--- src/rtl/nand_seq_pkg.sv ---
package nand_seq_pkg;

    localparam int REG_W       = 32;
    localparam int REG_IDX_W   = 3;
    localparam int CTRL_LEN_W  = 12;
    localparam int N_ADDR_SEND = 5;

    localparam logic [REG_IDX_W-1:0] RIX_CTRL  = 3'd0;
    localparam logic [REG_IDX_W-1:0] RIX_ADRLO = 3'd1;
    localparam logic [REG_IDX_W-1:0] RIX_ADRHI = 3'd2;
    localparam logic [REG_IDX_W-1:0] RIX_MAIN  = 3'd3;
    localparam logic [REG_IDX_W-1:0] RIX_SPARE = 3'd4;

    typedef enum logic [2:0] {
        ST_IDLE,
        ST_CMD,
        ST_ADDR,
        ST_WAIT_LO,
        ST_WAIT_HI,
        ST_READ,
        ST_DONE
    } seq_state_e;

    typedef struct packed {
        logic                  irq_en;
        logic [7:0]            opcode;
        logic                  wait_rb;
        logic                  data_en;
        logic [CTRL_LEN_W-1:0] len;
    } op_t;

    function automatic op_t decode_ctrl(input logic [REG_W-1:0] w);
        op_t o;
        o.irq_en  = w[30];
        o.opcode  = w[23:16];
        o.wait_rb = w[15];
        o.data_en = w[13];
        o.len     = w[CTRL_LEN_W-1:0];
        return o;
    endfunction

    function automatic logic [N_ADDR_SEND-1:0] ctrl_mask(input logic [REG_W-1:0] w);
        return w[28:24];
    endfunction

    // Lowest send slot (0 = first on the bus) whose mask bit is still pending;
    // slot i is tracked by mask bit N_ADDR_SEND-1-i.
    function automatic logic [2:0] first_pending(input logic [N_ADDR_SEND-1:0] p);
        logic [2:0] r;
        r = 3'd0;
        for (int i = N_ADDR_SEND - 1; i >= 0; i--) begin
            if (p[N_ADDR_SEND-1-i]) r = 3'(i);
        end
        return r;
    endfunction

endpackage

--- src/rtl/nand_seq_regs.sv ---
module nand_seq_regs
    import nand_seq_pkg::*;
(
    input  logic                 clk,
    input  logic                 rst_n,
    input  logic                 we,
    input  logic [REG_IDX_W-1:0] idx,
    input  logic [REG_W-1:0]     wdata,
    output logic [15:0]          adr_lo,
    output logic [REG_W-1:0]     adr_hi,
    output logic [REG_W-1:0]     main_base,
    output logic [REG_W-1:0]     spare_base
);

    always_ff @(posedge clk or negedge rst_n) begin
        if (!rst_n) begin
            adr_lo     <= '0;
            adr_hi     <= '0;
            main_base  <= '0;
            spare_base <= '0;
        end else if (we) begin
            unique case (idx)
                RIX_ADRLO: adr_lo     <= wdata[15:0];
                RIX_ADRHI: adr_hi     <= wdata;
                RIX_MAIN:  main_base  <= wdata;
                RIX_SPARE: spare_base <= wdata;
                default:   ;
            endcase
        end
    end

endmodule

--- src/rtl/nand_seq_strobe.sv ---
module nand_seq_strobe #(
    parameter int PULSE_CYC = 2
) (
    input  logic clk,
    input  logic rst_n,
    input  logic go,
    output logic low,
    output logic sample,
    output logic last
);

    localparam int PERIOD = 2 * PULSE_CYC;
    localparam int CW     = (PERIOD > 2) ? $clog2(PERIOD) : 1;

    logic [CW-1:0] cnt_q;

    always_ff @(posedge clk or negedge rst_n) begin
        if (!rst_n)     cnt_q <= '0;
        else if (!go)   cnt_q <= '0;
        else if (last)  cnt_q <= '0;
        else            cnt_q <= cnt_q + 1'b1;
    end

    always_comb begin
        low    = go && (cnt_q < CW'(PULSE_CYC));
        sample = go && (cnt_q == CW'(PULSE_CYC - 1));
        last   = go && (cnt_q == CW'(PERIOD - 1));
    end

endmodule

--- src/rtl/nand_seq_sync.sv ---
module nand_seq_sync #(
    parameter int STAGES = 2
) (
    input  logic clk,
    input  logic rst_n,
    input  logic d,
    output logic q
);

    generate
        if (STAGES <= 1) begin : g_one
            logic s_q;
            always_ff @(posedge clk or negedge rst_n) begin
                if (!rst_n) s_q <= 1'b1;
                else        s_q <= d;
            end
            assign q = s_q;
        end else begin : g_chain
            logic [STAGES-1:0] sh_q;
            always_ff @(posedge clk or negedge rst_n) begin
                if (!rst_n) sh_q <= '1;
                else        sh_q <= {sh_q[STAGES-2:0], d};
            end
            assign q = sh_q[STAGES-1];
        end
    endgenerate

endmodule

--- src/rtl/nand_seq_dest.sv ---
module nand_seq_dest
    import nand_seq_pkg::*;
#(
    parameter int MAIN_BYTES = 2048
) (
    input  logic [CTRL_LEN_W-1:0] idx,
    input  logic [REG_W-1:0]      main_base,
    input  logic [REG_W-1:0]      spare_base,
    output logic [REG_W-1:0]      addr
);

    localparam logic [REG_W-1:0] SPLIT = REG_W'(MAIN_BYTES);

    logic [REG_W-1:0] n;

    always_comb begin
        n = REG_W'(idx);
        if (n < SPLIT) addr = main_base + n;
        else           addr = spare_base + (n - SPLIT);
    end

endmodule

--- src/rtl/nand_seq.sv ---
module nand_seq
    import nand_seq_pkg::*;
#(
    parameter int PULSE_CYC  = 2,
    parameter int MAIN_BYTES = 2048,
    parameter int RB_SYNC    = 2
) (
    input  logic                 clk,
    input  logic                 rst_n,
    input  logic                 reg_we,
    input  logic [REG_IDX_W-1:0] reg_idx,
    input  logic [REG_W-1:0]     reg_wdata,
    output logic [REG_W-1:0]     reg_rdata,
    output logic                 irq,
    output logic                 nf_cle,
    output logic                 nf_ale,
    output logic                 nf_we_n,
    output logic                 nf_re_n,
    output logic [7:0]           nf_io_out,
    output logic                 nf_io_oe,
    input  logic [7:0]           nf_io_in,
    input  logic                 nf_rb_n,
    output logic                 rd_valid,
    output logic [REG_W-1:0]     rd_addr,
    output logic [7:0]           rd_data
);

    localparam int LEN_W = CTRL_LEN_W;

    seq_state_e            state_q, state_d;
    op_t                   op_q;
    logic [N_ADDR_SEND-1:0] pending_q;
    logic [LEN_W-1:0]      byte_cnt_q;
    logic                  done_q;
    logic                  rd_valid_q;
    logic [7:0]            rd_data_q;
    logic [REG_W-1:0]      rd_addr_q;

    logic [15:0]      adr_lo;
    logic [REG_W-1:0] adr_hi, main_base, spare_base, dest_addr;
    logic             rb_s;
    logic             stb_go, stb_low, stb_sample, stb_last;
    logic             start, busy, has_data, ctrl_wr;
    logic [2:0]       cur_slot;
    logic [N_ADDR_SEND-1:0] cur_bit;
    logic [7:0]       cur_byte;
    seq_state_e       after_addr;

    nand_seq_regs u_regs (
        .clk        (clk),
        .rst_n      (rst_n),
        .we         (reg_we),
        .idx        (reg_idx),
        .wdata      (reg_wdata),
        .adr_lo     (adr_lo),
        .adr_hi     (adr_hi),
        .main_base  (main_base),
        .spare_base (spare_base)
    );

    nand_seq_sync #(.STAGES(RB_SYNC)) u_rb_sync (
        .clk   (clk),
        .rst_n (rst_n),
        .d     (nf_rb_n),
        .q     (rb_s)
    );

    nand_seq_strobe #(.PULSE_CYC(PULSE_CYC)) u_strobe (
        .clk    (clk),
        .rst_n  (rst_n),
        .go     (stb_go),
        .low    (stb_low),
        .sample (stb_sample),
        .last   (stb_last)
    );

    nand_seq_dest #(.MAIN_BYTES(MAIN_BYTES)) u_dest (
        .idx        (byte_cnt_q),
        .main_base  (main_base),
        .spare_base (spare_base),
        .addr       (dest_addr)
    );

    // ---------------- decode helpers ----------------
    always_comb begin
        busy     = (state_q != ST_IDLE);
        ctrl_wr  = reg_we && (reg_idx == RIX_CTRL);
        start    = ctrl_wr && reg_wdata[31] && !busy;
        has_data = op_q.data_en && (op_q.len != '0);
        cur_slot = first_pending(pending_q);
        cur_bit  = N_ADDR_SEND'(1) << (N_ADDR_SEND - 1 - int'(cur_slot));
        stb_go   = (state_q == ST_CMD) || (state_q == ST_ADDR) || (state_q == ST_READ);

        unique case (cur_slot)
            3'd0:    cur_byte = adr_lo[15:8];
            3'd1:    cur_byte = adr_lo[7:0];
            3'd2:    cur_byte = adr_hi[23:16];
            3'd3:    cur_byte = adr_hi[15:8];
            default: cur_byte = adr_hi[7:0];
        endcase

        if (op_q.wait_rb)  after_addr = ST_WAIT_LO;
        else if (has_data) after_addr = ST_READ;
        else               after_addr = ST_DONE;
    end

    // ---------------- next-state logic ----------------
    always_comb begin
        state_d = state_q;
        unique case (state_q)
            ST_IDLE:    if (start) state_d = ST_CMD;
            ST_CMD:     if (stb_last) state_d = (pending_q != '0) ? ST_ADDR : after_addr;
            ST_ADDR:    if (stb_last && ((pending_q & ~cur_bit) == '0)) state_d = after_addr;
            ST_WAIT_LO: if (!rb_s) state_d = ST_WAIT_HI;
            ST_WAIT_HI: if (rb_s) state_d = has_data ? ST_READ : ST_DONE;
            ST_READ:    if (stb_last && (byte_cnt_q == op_q.len - 1'b1)) state_d = ST_DONE;
            ST_DONE:    state_d = ST_IDLE;
            default:    state_d = ST_IDLE;
        endcase
    end

    // ---------------- state register ----------------
    always_ff @(posedge clk or negedge rst_n) begin
        if (!rst_n) state_q <= ST_IDLE;
        else        state_q <= state_d;
    end

    // ---------------- datapath registers ----------------
    always_ff @(posedge clk or negedge rst_n) begin
        if (!rst_n) begin
            op_q       <= '0;
            pending_q  <= '0;
            byte_cnt_q <= '0;
            done_q     <= 1'b0;
            rd_valid_q <= 1'b0;
            rd_data_q  <= '0;
            rd_addr_q  <= '0;
        end else begin
            if (start) begin
                op_q       <= decode_ctrl(reg_wdata);
                pending_q  <= ctrl_mask(reg_wdata);
                byte_cnt_q <= '0;
                done_q     <= 1'b0;
            end
            if (state_q == ST_ADDR && stb_last) pending_q <= pending_q & ~cur_bit;
            if (state_q == ST_READ && stb_last) byte_cnt_q <= byte_cnt_q + 1'b1;
            if (state_q == ST_DONE) done_q <= 1'b1;
            rd_valid_q <= (state_q == ST_READ) && stb_sample;
            if ((state_q == ST_READ) && stb_sample) begin
                rd_data_q <= nf_io_in;
                rd_addr_q <= dest_addr;
            end
        end
    end

    // ---------------- outputs ----------------
    always_comb begin
        nf_cle    = (state_q == ST_CMD);
        nf_ale    = (state_q == ST_ADDR);
        nf_io_oe  = nf_cle || nf_ale;
        nf_we_n   = !(nf_io_oe && stb_low);
        nf_re_n   = !((state_q == ST_READ) && stb_low);
        nf_io_out = nf_cle ? op_q.opcode : (nf_ale ? cur_byte : 8'h00);
        irq       = done_q && op_q.irq_en;
        rd_valid  = rd_valid_q;
        rd_data   = rd_data_q;
        rd_addr   = rd_addr_q;

        unique case (reg_idx)
            RIX_CTRL:  reg_rdata = {busy, op_q.irq_en, 29'd0, done_q};
            RIX_ADRLO: reg_rdata = {16'd0, adr_lo};
            RIX_ADRHI: reg_rdata = adr_hi;
            RIX_MAIN:  reg_rdata = main_base;
            RIX_SPARE: reg_rdata = spare_base;
            default:   reg_rdata = '0;
        endcase
    end

    // ---------------- assertions ----------------
    AST_START_GOES_BUSY: assert property (@(posedge clk) disable iff (!rst_n)
        start |=> (state_q == ST_CMD));

    AST_BUSY_CTRL_IGNORED: assert property (@(posedge clk) disable iff (!rst_n)
        (busy && ctrl_wr) |=> $stable(op_q));

    AST_ADDR_ONE_PER_CYCLE: assert property (@(posedge clk) disable iff (!rst_n)
        (state_q == ST_ADDR && stb_last) |=> ($countones(pending_q) + 1 == $countones($past(pending_q))));

    AST_WAIT_HOLDS_LO: assert property (@(posedge clk) disable iff (!rst_n)
        (state_q == ST_WAIT_LO && rb_s) |=> (state_q == ST_WAIT_LO));

    AST_WAIT_HOLDS_HI: assert property (@(posedge clk) disable iff (!rst_n)
        (state_q == ST_WAIT_HI && !rb_s) |=> (state_q == ST_WAIT_HI));

    AST_STREAM_FROM_READ: assert property (@(posedge clk) disable iff (!rst_n)
        rd_valid |-> ($past(state_q) == ST_READ));

    AST_NO_DRIVE_ON_READ: assert property (@(posedge clk) disable iff (!rst_n)
        !nf_re_n |-> !nf_io_oe);

    AST_DONE_ON_RETIRE: assert property (@(posedge clk) disable iff (!rst_n)
        $rose(done_q) |-> ($past(state_q) == ST_DONE && state_q == ST_IDLE));

    AST_WE_LOW_HOLD: assert property (@(posedge clk) disable iff (!rst_n)
        ($fell(nf_we_n) && (PULSE_CYC > 1)) |=> !nf_we_n);

endmodule

--- config.mk ---
export PLATFORM = sky130hd
export DESIGN_NAME = nand_seq
export DESIGN_NICKNAME = d
export VERILOG_FILES = /design/src/rtl/nand_seq_pkg.sv /design/src/rtl/nand_seq_regs.sv /design/src/rtl/nand_seq_strobe.sv /design/src/rtl/nand_seq_sync.sv /design/src/rtl/nand_seq_dest.sv /design/src/rtl/nand_seq.sv
export SDC_FILE = /design/constraint.sdc
export NUM_CORES = 1
export LEC_CHECK = 0
export BUFFER_PORTS_ARGS = -buffer_cell sky130_fd_sc_hd__buf_2
export CAP_MARGIN = 10
export CORE_UTILIZATION = 40
export CTS_CLUSTER_SIZE = 8
export DETAILED_ROUTE_END_ITERATION = 6
export PLACE_DENSITY = 0.61
export REMOVE_ABC_BUFFERS = 1
export SYNTH_ARGS = -nofsm -noshare
export SYNTH_HDL_FRONTEND = slang
export SYNTH_SLANG_ARGS = --single-unit
--- constraint.sdc ---
create_clock -name clk -period 3.9 [get_ports clk]
set_input_delay 0.78 -clock clk [delete_from_list [all_inputs] [get_ports clk]]
set_output_delay 0.78 -clock clk [all_outputs]
set_load 0.03 [all_outputs]
==> key figures, run 1 <==
Outcome
  – Outcome: completed

Cells and area
  – Fillers: between 2,000 and 3,000
  – Commonest non-fill, non-tap cell in the layout: dfrtp_1
  – Layout cells sized above 1: 22.3%
  – Post-route non-filler standard cell count: between 1,500 and 2,000
  – # nets final: 1,534
  – Commonest non-fill, non-tap cells in the layout: 199 x dfrtp_1, 198 x nand2_1, 132 x buf_2
  – Area Overhead vs Synth: 15.6%

Floorplan
  – # IOs: 134
  – Starting density of the core: 41.1%
  – Core area: between 0.02 and 0.03 mm^2
  – Die area: between 0.03 and 0.04 mm^2
  – Num rows: 63
  – Die H: 177 um
  – Die Wd: 177 um

Timing
  – Max Clock Freq: between 200 and 300 MHz
  – RSZ-0062 raised after global routing: false
  – Hold Vio Cnt, Final: 0
  – Rel. slew slack: about 41%
  – Post-route clock skew: 18.9 ps
  – Slew @ Worst Pin: just under 900 ps
  – Tmin final: 3670 ps
  – Final setup margin: 232 ps
  – Max Slew Vio Count: 0
  – Setup violators final: 0
  – Fin crit share: 94.0%

Route
  – DRC: 0
  – Number of vias per cell: 5.86
  – 1st-iter DRT viols: slightly above 800
  – Drt first pass iters: 5
  – Post-DR wirelength/cell: 21.5 um
  – WL final: roughly 39 mm
  – Via count: 10,800
  – Post-route ant nets: 0

Place
  – Dpl cells: ~1,800
  – Final GP Congestion: between 0.9 and 1
  – Pre-CTS setup slack: 685 ps
  – # port buffers: roughly 130
  – Hpwl dp: 28.9 mm

Logic synthesis
  – Synth async-reset ratio: 100%
  – Synthesized area per cell: 9.43 um^2
  – Yosys reg bits: around 200
  – Post-synth top area share: around two fifths
  – Cells after Synth: between 1,000 and 1,500
  – Area leader, netlist: dfrtp_1
  – Post-synthesis sequential area ratio: between 40% and 50%
  – Mapped cell area: ~0.012 mm^2
  – Area contributors post-synth: dfrtp_1 40%, mux2_2 10%, nand2_1 6.0%
  – Number of flops mapped to enable cells by yosys: 0
  – Synth Warn #: 0
  – Unique masters post-synth: between 60 and 70
  – Post-synth top flop: dfrtp_1

Clocking
  – Setup repair bufs after CTS: 0
  – Worst-Skew Late Latency: around 560 ps
  – Maximum root-to-sink buffer count: 3
  – Cts hold-fix bufs: 0
  – Root Buffer: clkbuf_16
  – Clock-pin slew on the worst setup and hold paths: 50 ps
  – CTS tree: done
  – H-Tree Depth: 1
  – Post-CTS sizing: 0
  – Cts bufs inserted: 29
  – Clk sinks: 201

Pwr
  – Max VDD drop: 431 uV
  – Leak: between 6 and 7 nW
  – Pwr dens: between 800 and 900 mW/mm^2

Global routing
  – Initial antenna violation count: 1
  – Vias in the first global route: 10,400
  – First-pass GRT wire length: approximately 61 mm
  – GRT Util Overall: between 20% and 30%
  – Largest net degree at the start of global routing: 87
  – Grt total ovfl: 0

Critical path
  – Data arrival time of the worst path: between 2000 and 3000 ps
  – Maximum net fanout on the critical path: 8
  – Setup crit start kind: flop
  – Worst setup path class: flop to primary output
  – CP required: around 3100 ps
  – CP endpoint kind: primary output

Flow run
  – Max-cap violations: 0

Hold path
  – Hold Path Class: input port to asynchronous set/reset pin
final cells by class:
cell class	count	area, um^2	share of cell area (%)
Clock buffer	40	767	5.39
Clock inverter	2	16.3	0.114
Tap cell	390	488	3.43
Inverter	31	116	0.817
Antenna cell	1	2.50	0.0176
Sequential cell	201	5030	35.3
Timing Repair Buffer	162	906	6.36
Multi-Input combinational cell	1008	6910	48.5
worst max-delay path: stages (launching register included):
cell and delay, ps:
dfrtp_1 420, nor2b_1 150, o21bai_1 320, ha_1 230, ha_1 360, a22oi_1 140
a31oi_1 300, a22o_1 200, buf_2 200
metrics by stage:
step	hold slack (ps)	instance area, um^2	utilization [%]	power (mW)	setup TNS (ps)
after floorplan	345	12100	-	7.61	-321
after global placement	346	13500	44.9	9.29	0
after detailed placement	351	13500	44.9	9.39	0
after CTS	282	14200	47.5	11.7	0
after global routing	297	14200	47.5	12.5	0
final	222	14200	47.5	11.7	0
synthesized netlist by cell type, types with 11 or more instances:
library cell and count:
a21oi_1 46, xor2_1 22, buf_1 14, nor2b_1 19
o21ai_1 12, mux2_1 21, mux2_2 111, nor2_1 78
a21o_1 11, nand3_1 33, nand4_1 12, nand2_1 198
a211oi_1 11, o21ai_0 102, ha_1 52, and3_1 11
clkbuf_1 51, a31oi_1 22, nor3_1 20, mux2i_1 22
inv_1 30, dfrtp_1 199, xnor2_1 37, a22oi_1 36
metal layers:
| layer | track usage [%] | vias to the layer above | wire, um |
|---|---|---|---|
| met1 | 36.1 | 5280 | 17800 |
| met3 | 3.60 | 65 | 2720 |
| met5 | 0 | - | 0 |
| li1 | - | 5003 | - |
| met4 | 7.30 | 0 | 1020 |
| met2 | 40.3 | 412 | 17900 |
cells by family (layout without fill, tap and decap cells):
group | Yosys count | after routing | share of synthesized area [%]
flops | 201 | 201 | 40.8
xor+xnor | 59 | 59 | 4.19
mux | 155 | 155 | 14.0
buf+inv | 98 | 235 | 3.11
simple gates | 424 | 424 | 15.8
other cells | 0 | 1 | 0
fa+ha+maj | 54 | 54 | 5.61
compound gates | 316 | 316 | 16.4
where the power goes:
part	leakage [nW]	internal (mW)	switching, mW	total [mW]
Sequential	2.46	2.73	0.809	3.54
Combinational	3.59	2.36	3.57	5.93
Clock	0.375	1.34	0.926	2.26
final timing paths:
path	start	end	slack [ps]	depth (start not counted)
min in group clk	nf_rb_n	u_rb_sync.g_chain.sh_q[0]	340	1
max in group asynchronous	rst_n	u_rb_sync.g_chain.sh_q[1]	2720	2
worst min-delay path	rst_n	rd_addr[0]	220	1
worst max-delay path	pending_q[1]	nf_io_out[3]	230	8
worst max register to register	byte_cnt_q[0]	rd_addr[16]	630	11
worst min register to register	u_rb_sync.g_chain.sh_q[0]	u_rb_sync.g_chain.sh_q[1]	360	0
registers in the layout, indices dropped and copies added, names as in the netlist, 3 cells and up:
signal / flops
rd_addr: 32
u_regs.adr_hi: 32
u_regs.main_base: 32
u_regs.spare_base: 32
op_q: 23
u_regs.adr_lo: 16
byte_cnt_q: 12
rd_data: 8
pending_q: 5
state_q: 3
(Power assumes the default switching activity.)
==> run 2, diff against run 1 <==
--- a/config.mk
+++ b/config.mk
@@ -7,6 +7,7 @@
 export LEC_CHECK = 0
 export BUFFER_PORTS_ARGS = -buffer_cell sky130_fd_sc_hd__buf_2
 export CAP_MARGIN = 10
+export CORE_MARGIN = 2
 export CORE_UTILIZATION = 40
 export CTS_CLUSTER_SIZE = 8
 export DETAILED_ROUTE_END_ITERATION = 6
@@ -14,4 +15,5 @@
 export REMOVE_ABC_BUFFERS = 1
 export SYNTH_ARGS = -nofsm -noshare
 export SYNTH_HDL_FRONTEND = slang
+export SYNTH_HIERARCHICAL = 1
 export SYNTH_SLANG_ARGS = --single-unit
==> key figures, run 2 <==
Outcome
  – Outcome: completed (unchanged)

Place
  – Post-DP Area: 0.0139 mm^2 (was 0.0135 mm^2)
  – Hpwl dp: 30.0 mm (was 28.9 mm)
  – Final GP Congestion: 0.930 (was 0.944)
  – Dpl cells: 1,802 (was 1,792)
  – # port buffers: 133 (unchanged)

Timing
  – Max Clock Freq: 270 MHz (was 273 MHz)
  – Max Slew Vio Count: 0 (unchanged)
  – Hold Vio Cnt, Final: 0 (unchanged)
  – Tmin final: 3700 ps (was 3670 ps)
  – Post-route clock skew: 11.2 ps (was 18.9 ps)
  – Rel. slew slack: 36.3% (was 41.4%)
  – Fin crit share: 94.8% (was 94.0%)
  – Setup violators final: 0 (unchanged)
  – RSZ-0062 raised after global routing: false (unchanged)
  – Slew @ Worst Pin: 955 ps (was 868 ps)

Critical path
  – Setup crit start kind: flop (unchanged)
  – Maximum net fanout on the critical path: 8 (unchanged)
  – CP required: 3120 ps (about the same)
  – Reg2Reg Launch Point: byte_cnt_q[1] (was byte_cnt_q[0])
  – FF-to-FF setup slack: 430 ps (was 630 ps)
  – FF-to-FF path depth: 9 (was 11)
  – Slowest stage delay, CP: 450 ps (was 420 ps)
  – Slowest-stage cell, CP: dfrtp_1 (unchanged)
  – CP endpoint kind: primary output (unchanged)
  – Data arrival time of the worst path: 2920 ps (was 2890 ps)
  – Worst setup path class: flop to primary output (unchanged)
  – Reg-to-reg critical path endpoint: rd_addr[19] (was rd_addr[16])
  – CP Cell Sequence: inv_1 > a21oi_1 > nor2_2 > inv_1 > ha_1 > ha_2 > a22oi_1 > nand3_1 > o21ai_0 > o21ai_0 > buf_2 (was nor2b_1 > o21bai_1 > ha_1 > ha_1 > a22oi_1 > a31oi_1 > a22o_1 > buf_2)

Clocking
  – Post-CTS sizing: 0 (unchanged)
  – CTS tree: done (unchanged)
  – Setup repair bufs after CTS: 0 (unchanged)
  – Clock-pin slew on the worst setup and hold paths: 50 ps (about the same)
  – Root Buffer: clkbuf_16 (unchanged)
  – Cts hold-fix bufs: 0 (unchanged)
  – Cts bufs inserted: 29 (unchanged)
  – Clk sinks: 201 (unchanged)
  – Maximum root-to-sink buffer count: 3 (unchanged)
  – Worst-Skew Late Latency: 560 ps (about the same)
  – H-Tree Depth: 1 (unchanged)

Pwr
  – Combinational Power Share: 52.3% (was 50.6%)
  – Leak: 6.86 nW (was 6.42 nW)
  – Internal power: 6.62 mW (was 6.42 mW)
  – Max VDD drop: 489 uV (was 431 uV)
  – Switch Pwr: 5.54 mW (was 5.31 mW)
  – Net Sw Frac: 45.6% (was 45.2%)
  – Pwr dens: 822 mW/mm^2 (was 824 mW/mm^2)
  – Total Power: 12.2 mW (was 11.7 mW)
  – Clock power share: 19.1% (was 19.3%)
  – Part of the power in registers: 28.5% (was 30.2%)

Logic synthesis
  – Synth Warn #: 6 (was 0)
  – XOR/XNOR Fraction of Synth Area: 3.55% (was 4.19%)
  – Cells after Synth: 1,304 (was 1,307)
  – Count leader, synth: dfrtp_1 (unchanged)
  – Area contributors post-synth: dfrtp_1 39%, mux2_2 9.4%, ha_1 5.1% (was dfrtp_1 40%, mux2_2 10%, nand2_1 6.0%)
  – Yosys reg bits: 201 (unchanged)
  – Synthesized area per cell: 9.84 um^2 (was 9.43 um^2)
  – List of most frequent post-synthesis cells: 199 x dfrtp_1, 150 x nand2_1, 107 x mux2_2 (was 199 x dfrtp_1, 198 x nand2_1, 111 x mux2_2)
  – Post-synth top flop: dfrtp_1 (unchanged)
  – Largest family of logic cells by synthesized area: multiplexers (was compound AO/OA/AOI/OAI gates)
  – Adder-Cell Fraction of Synth Area: 5.38% (was 5.61%)
  – Synth Area in Simple Gates: 14.2% (was 15.8%)
  – Area leader, netlist: dfrtp_1 (unchanged)
  – Compound-Gate Fraction of Synth Area: 16.7% (was 16.4%)
  – Mapped cell area: 0.0128 mm^2 (was 0.0123 mm^2)
  – Post-synthesis sequential area ratio: 39.2% (was 40.8%)
  – Number of flops mapped to enable cells by yosys: 0 (unchanged)
  – Proportion of synthesized area in mux cells: 17.3% (was 14.0%)
  – Unique masters post-synth: 85 (was 68)
  – Post-synth top area share: 38.8% (was 40.4%)
  – Synth async-reset ratio: 100% (unchanged)

Route
  – Via count: 11,000 (was 10,800)
  – Number of vias per cell: 5.92 (was 5.86)
  – 1st-iter DRT viols: 856 (was 817)
  – Post-DR wirelength/cell: 22.0 um (was 21.5 um)
  – Drt first pass iters: 6 (was 5)
  – DRC: 0 (unchanged)
  – WL final: 40.6 mm (was 39.4 mm)
  – Post-route ant nets: 0 (unchanged)

Hold path
  – Hold Path Class: input port to asynchronous set/reset pin (unchanged)

Flow run
  – Max-cap violations: 0 (unchanged)

Floorplan
  – # IOs: 134 (unchanged)
  – Die area: 0.0335 mm^2 (was 0.0315 mm^2)
  – Die H: 183 um (was 177 um)
  – Num rows: 65 (was 63)
  – Starting density of the core: 40.7% (was 41.1%)
  – Die Wd: 183 um (was 177 um)
  – Core area: 0.0316 mm^2 (was 0.0300 mm^2)

Global routing
  – Grt total ovfl: 0 (unchanged)
  – GRT Util Overall: 24.2% (was 25.5%)
  – Initial antenna violation count: 1 (unchanged)
  – First-pass GRT wire length: 63.1 mm (was 61.2 mm)
  – Vias in the first global route: 10,700 (was 10,400)
  – Largest net degree at the start of global routing: 104 (was 87)

Cells and area
  – Commonest non-fill, non-tap cell in the layout: dfrtp_1 (unchanged)
  – Post-route cell area: 0.0148 mm^2 (was 0.0142 mm^2)
  – Area Overhead vs Synth: 15.3% (was 15.6%)
  – Commonest non-fill, non-tap cells in the layout: 198 x dfrtp_1, 149 x nand2_1, 132 x buf_2 (was 199 x dfrtp_1, 198 x nand2_1, 132 x buf_2)
  – # nets final: 1,532 (was 1,534)
  – Final core occ: 46.9% (was 47.5%)
  – Layout cells sized above 1: 23.4% (was 22.3%)
  – Post-route non-filler standard cell count: 1,851 (was 1,835)
## run 2: cell count changes after synthesis, sizes merged, moves of 15 or more
cell and change:
o22ai +15, xnor2 -16, o21ai -17, nor2 -28, mux2 +23, mux2i +26, nand2 -47
## run 2: layout make-up
class | count | area (um^2)
Clock buffer | 47 | 813
Clock inverter | 1 | 20.0
Tap cell | 402 | 503
Antenna cell | 1 | 2.50
Fill cell | 3031 | 16800
Inverter | 31 | 116
Sequential cell | 201 | 5030
Multi-Input combinational cell | 1001 | 7370
Timing Repair Buffer | 167 | 930
## run 2: logic make-up after synthesis
family,after synthesis
AOI/OAI and AO/OA,326
muxes,203
DFF,201
xor gates and xnor gates,52
adders and majority gates,54
buffers and inverters,102
and+or+nand+nor,366
## run 2: worst max-delay path by stage
stage	from	to	slack, ps
floorplan	byte_cnt_q[11]	rd_addr[31]	-900
global placement	byte_cnt_q[0]	rd_addr[30]	520
detailed placement	byte_cnt_q[0]	rd_addr[30]	490
CTS	pending_q[1]	nf_io_out[4]	50
global route	pending_q[2]	nf_io_out[4]	80
finish	pending_q[2]	nf_io_out[6]	200
## run 2: metrics by stage
| stage | TNS, ps | hold slack [ps] | worst slack (ps) |
|---|---|---|---|
| finish | 0 | 315 | 202 |
| global route | 0 | 306 | 75.2 |
| CTS | 0 | 314 | 53.8 |
| detailed placement | 0 | 353 | 492 |
| global placement | 0 | 347 | 519 |
| floorplan | -32130 | 345 | -903 |
## run 2: metal layers
layer | track usage, % | vias up | share of wire (%)
li1 | - | 5079 | -
met1 | 34.8 | 5443 | 46
met2 | 37.7 | 374 | 45
met3 | 4.45 | 58 | 6.7
met4 | 6.40 | 2 | 2.4
met5 | 0 | - | 0.032
## run 2: power by group through the flow
stage | combinational [mW] | clock (mW) | sequential, mW
3_5_place_dp | 6.25 | 0 | 3.48
4_1_cts | 6.29 | 2.39 | 3.45
6_report | 6.36 | 2.33 | 3.47
2_1_floorplan | 4.16 | 0 | 3.63
3_3_place_gp | 6.19 | 0 | 3.46
5_1_grt | 7.02 | 2.47 | 3.56
## run 2: worst max-delay path, delay by kind of cell, from the launching register on
kind / cells / cell delay [ps]
AOI/OAI and AO/OA: 4 / 820
DFF: 1 / 450
buffers and inverters: 3 / 440
adders and majority gates: 2 / 440
and+or+nand+nor: 2 / 190
==> run 3, diff against run 2 <==
--- a/config.mk
+++ b/config.mk
@@ -8,10 +8,10 @@
 export BUFFER_PORTS_ARGS = -buffer_cell sky130_fd_sc_hd__buf_2
 export CAP_MARGIN = 10
 export CORE_MARGIN = 2
-export CORE_UTILIZATION = 40
+export CORE_UTILIZATION = 47
 export CTS_CLUSTER_SIZE = 8
 export DETAILED_ROUTE_END_ITERATION = 6
-export PLACE_DENSITY = 0.61
+export PLACE_DENSITY = 0.78
 export REMOVE_ABC_BUFFERS = 1
 export SYNTH_ARGS = -nofsm -noshare
 export SYNTH_HDL_FRONTEND = slang
==> key figures, run 3 (same netlist as run 2, synthesis figures left out) <==
Critical path
  – Setup crit start kind: flop (unchanged)
  – Maximum net fanout on the critical path: 8 (unchanged)
  – Slowest stage delay, CP: 460 ps (was 450 ps)
  – Reg2Reg Launch Point: byte_cnt_q[0] (was byte_cnt_q[1])
  – Data arrival time of the worst path: 2950 ps (was 2920 ps)
  – Crit path from: pending_q[1] (was pending_q[2])
  – Reg-to-reg critical path endpoint: rd_addr[30] (was rd_addr[19])
  – CP Cell Sequence: o21ai_0 > ha_1 > ha_1 > a22oi_1 > nand3_1 > o21ai_0 > o21ai_0 > buf_2 (was inv_1 > a21oi_1 > nor2_2 > inv_1 > ha_1 > ha_2 > a22oi_1 > nand3_1 > o21ai_0 > o21ai_0 > buf_2)
  – CP required: 3120 ps (about the same)
  – Worst setup path class: flop to primary output (unchanged)
  – Slowest-stage cell, CP: dfrtp_1 (unchanged)
  – FF-to-FF path depth: 10 (was 9)
  – CP endpoint kind: primary output (unchanged)
  – Most used cell, CP: o21ai_0
  – FF-to-FF setup slack: 490 ps (was 430 ps)

Route
  – Post-DR wirelength/cell: 22.0 um (about the same)
  – Number of vias per cell: 6.30 (was 5.92)
  – Drt first pass iters: 5 (was 6)
  – 1st-iter DRT viols: 1,010 (was 856)
  – Via count: 11,200 (was 11,000)
  – WL final: 39.2 mm (was 40.6 mm)
  – DRC: 0 (unchanged)
  – Post-route ant nets: 0 (unchanged)

Outcome
  – Outcome: completed (unchanged)

Cells and area
  – Commonest non-fill, non-tap cells in the layout: 199 x dfrtp_1, 149 x nand2_1, 132 x buf_2 (was 198 x dfrtp_1, 149 x nand2_1, 132 x buf_2)
  – Area Overhead vs Synth: 14.3% (was 15.3%)
  – Layout cells sized above 1: 23.0% (was 23.4%)
  – Final core occ: 54.5% (was 46.9%)
  – Commonest non-fill, non-tap cell in the layout: dfrtp_1 (unchanged)
  – Post-route cell area: 0.0147 mm^2 (was 0.0148 mm^2)
  – # nets final: 1,527 (was 1,532)

Clocking
  – Clock-pin slew on the worst setup and hold paths: 50 ps (about the same)
  – CTS tree: done (unchanged)
  – Maximum root-to-sink buffer count: 3 (unchanged)
  – Cts hold-fix bufs: 0 (unchanged)
  – H-Tree Depth: 1 (unchanged)
  – Clk sinks: 201 (unchanged)
  – Worst-Skew Late Latency: 560 ps (about the same)
  – Root Buffer: clkbuf_16 (unchanged)
  – Cts bufs inserted: 29 (unchanged)

Global routing
  – First-pass GRT wire length: 61.5 mm (was 63.1 mm)
  – Met2 Usage GRT: 43.1% (was 37.7%)
  – Grt total ovfl: 0 (unchanged)
  – GR peak layer: met2 (unchanged)
  – Initial antenna violation count: 3 (was 1)
  – Vias in the first global route: 11,000 (was 10,700)
  – Largest net degree at the start of global routing: 90 (was 104)
  – GRT Util Overall: 27.2% (was 24.2%)
  – M1 GR Usage: 38.2% (was 34.8%)
  – GR Layer Usage met3: 4.36% (was 4.45%)

Floorplan
  – Die Wd: 169 um (was 183 um)
  – Starting density of the core: 47.7% (was 40.7%)
  – Core area: 0.0269 mm^2 (was 0.0316 mm^2)
  – Die area: 0.0286 mm^2 (was 0.0335 mm^2)
  – Num rows: 60 (was 65)
  – # IOs: 134 (unchanged)
  – Die H: 169 um (was 183 um)

Pwr
  – Leak: 6.83 nW (was 6.86 nW)
  – Max VDD drop: 545 uV (was 489 uV)
  – Total Power: 12.1 mW (was 12.2 mW)
  – Pwr dens: 823 mW/mm^2 (was 822 mW/mm^2)

Timing
  – Slew @ Worst Pin: 852 ps (was 955 ps)
  – Rel. slew slack: 43.2% (was 36.3%)
  – Hold Vio Cnt, Final: 0 (unchanged)
  – Fin crit share: 95.6% (was 94.8%)
  – Tmin final: 3730 ps (was 3700 ps)
  – Max Slew Vio Count: 0 (unchanged)
  – Setup violators final: 0 (unchanged)
  – Max Clock Freq: 268 MHz (was 270 MHz)
  – RSZ-0062 raised after global routing: false (unchanged)
  – Post-route clock skew: 13.8 ps (was 11.2 ps)

Place
  – Final GP Congestion: 0.969 (was 0.930)
  – Hpwl dp: 28.8 mm (was 30.0 mm)
  – # port buffers: 133 (unchanged)
  – Post-DP Area: 0.0138 mm^2 (was 0.0139 mm^2)

Flow run
  – Max-cap violations: 0 (unchanged)

Hold path
  – Hold Path Class: input port to asynchronous set/reset pin (unchanged)
==> run 3: changes by cell type in the layout (fill, tap and decap cells not counted), moves of 2 or more <==
cell,change
o21ai_1,-2
buf_4,-5
clkinv_2,+2
o21ai_0,+2
clkbuf_8,-2
clkbuf_1,-2
==> run 3: cell type report <==
cell class,count,area [um^2]
clock inverter,3,30.0
multi-input combinational,1001,7380
timing repair buffer,162,892
antenna,1,2.50
clock buffer,43,778
tap,341,427
sequential,201,5030
fill,2358,12200
inverter,31,116
==> run 3: report_power, final <==
| group | internal (mW) | switching, mW | leakage, nW | total, mW |
|---|---|---|---|---|
| clock network | 1.36 | 0.939 | 0.392 | 2.30 |
| logic | 2.44 | 3.83 | 3.95 | 6.27 |
| registers | 2.74 | 0.761 | 2.48 | 3.50 |
==> run 3: worst max-delay path, delay by kind of cell (launching register included) <==
kind | cells | cell delay, ps
adders and majority gates | 2 | 580
and+or+nand+nor | 1 | 120
buffers and inverters | 1 | 260
AOI/OAI and AO/OA | 4 | 980
DFF | 1 | 460
==> run 3: worst max path at each step <==
stage,to,slack [ps]
2_1_floorplan,rd_addr[31],-900
3_3_place_gp,rd_addr[19],630
3_5_place_dp,rd_addr[30],590
4_1_cts,nf_io_out[7],160
5_1_grt,nf_io_out[5],8
6_report,nf_io_out[7],170
==> run 3: timing repair <==
action	CTS	global route
buffers inserted	0	0
endpoints found under the hold margin	0	0
resized for setup	1	2
endpoints found under the setup margin	2	2
==> run 3: layer usage <==
| metal | part of all wire (%) | wire, um |
|---|---|---|
| met5 | 0.094 | 37 |
| met4 | 3.5 | 1390 |
| met3 | 8.0 | 3120 |
| met2 | 45 | 17700 |
| met1 | 43 | 16900 |
==> run 3: stage by stage <==
stage	instances	setup slack (ps)	hold WS (ps)	setup TNS, ps
5_1_grt	1782	7.83	313	0
4_1_cts	1782	164	292	0
6_report	1783	171	242	0
2_1_floorplan	1233	-903	345	-32130
3_5_place_dp	1736	588	351	0
3_3_place_gp	1736	628	347	0
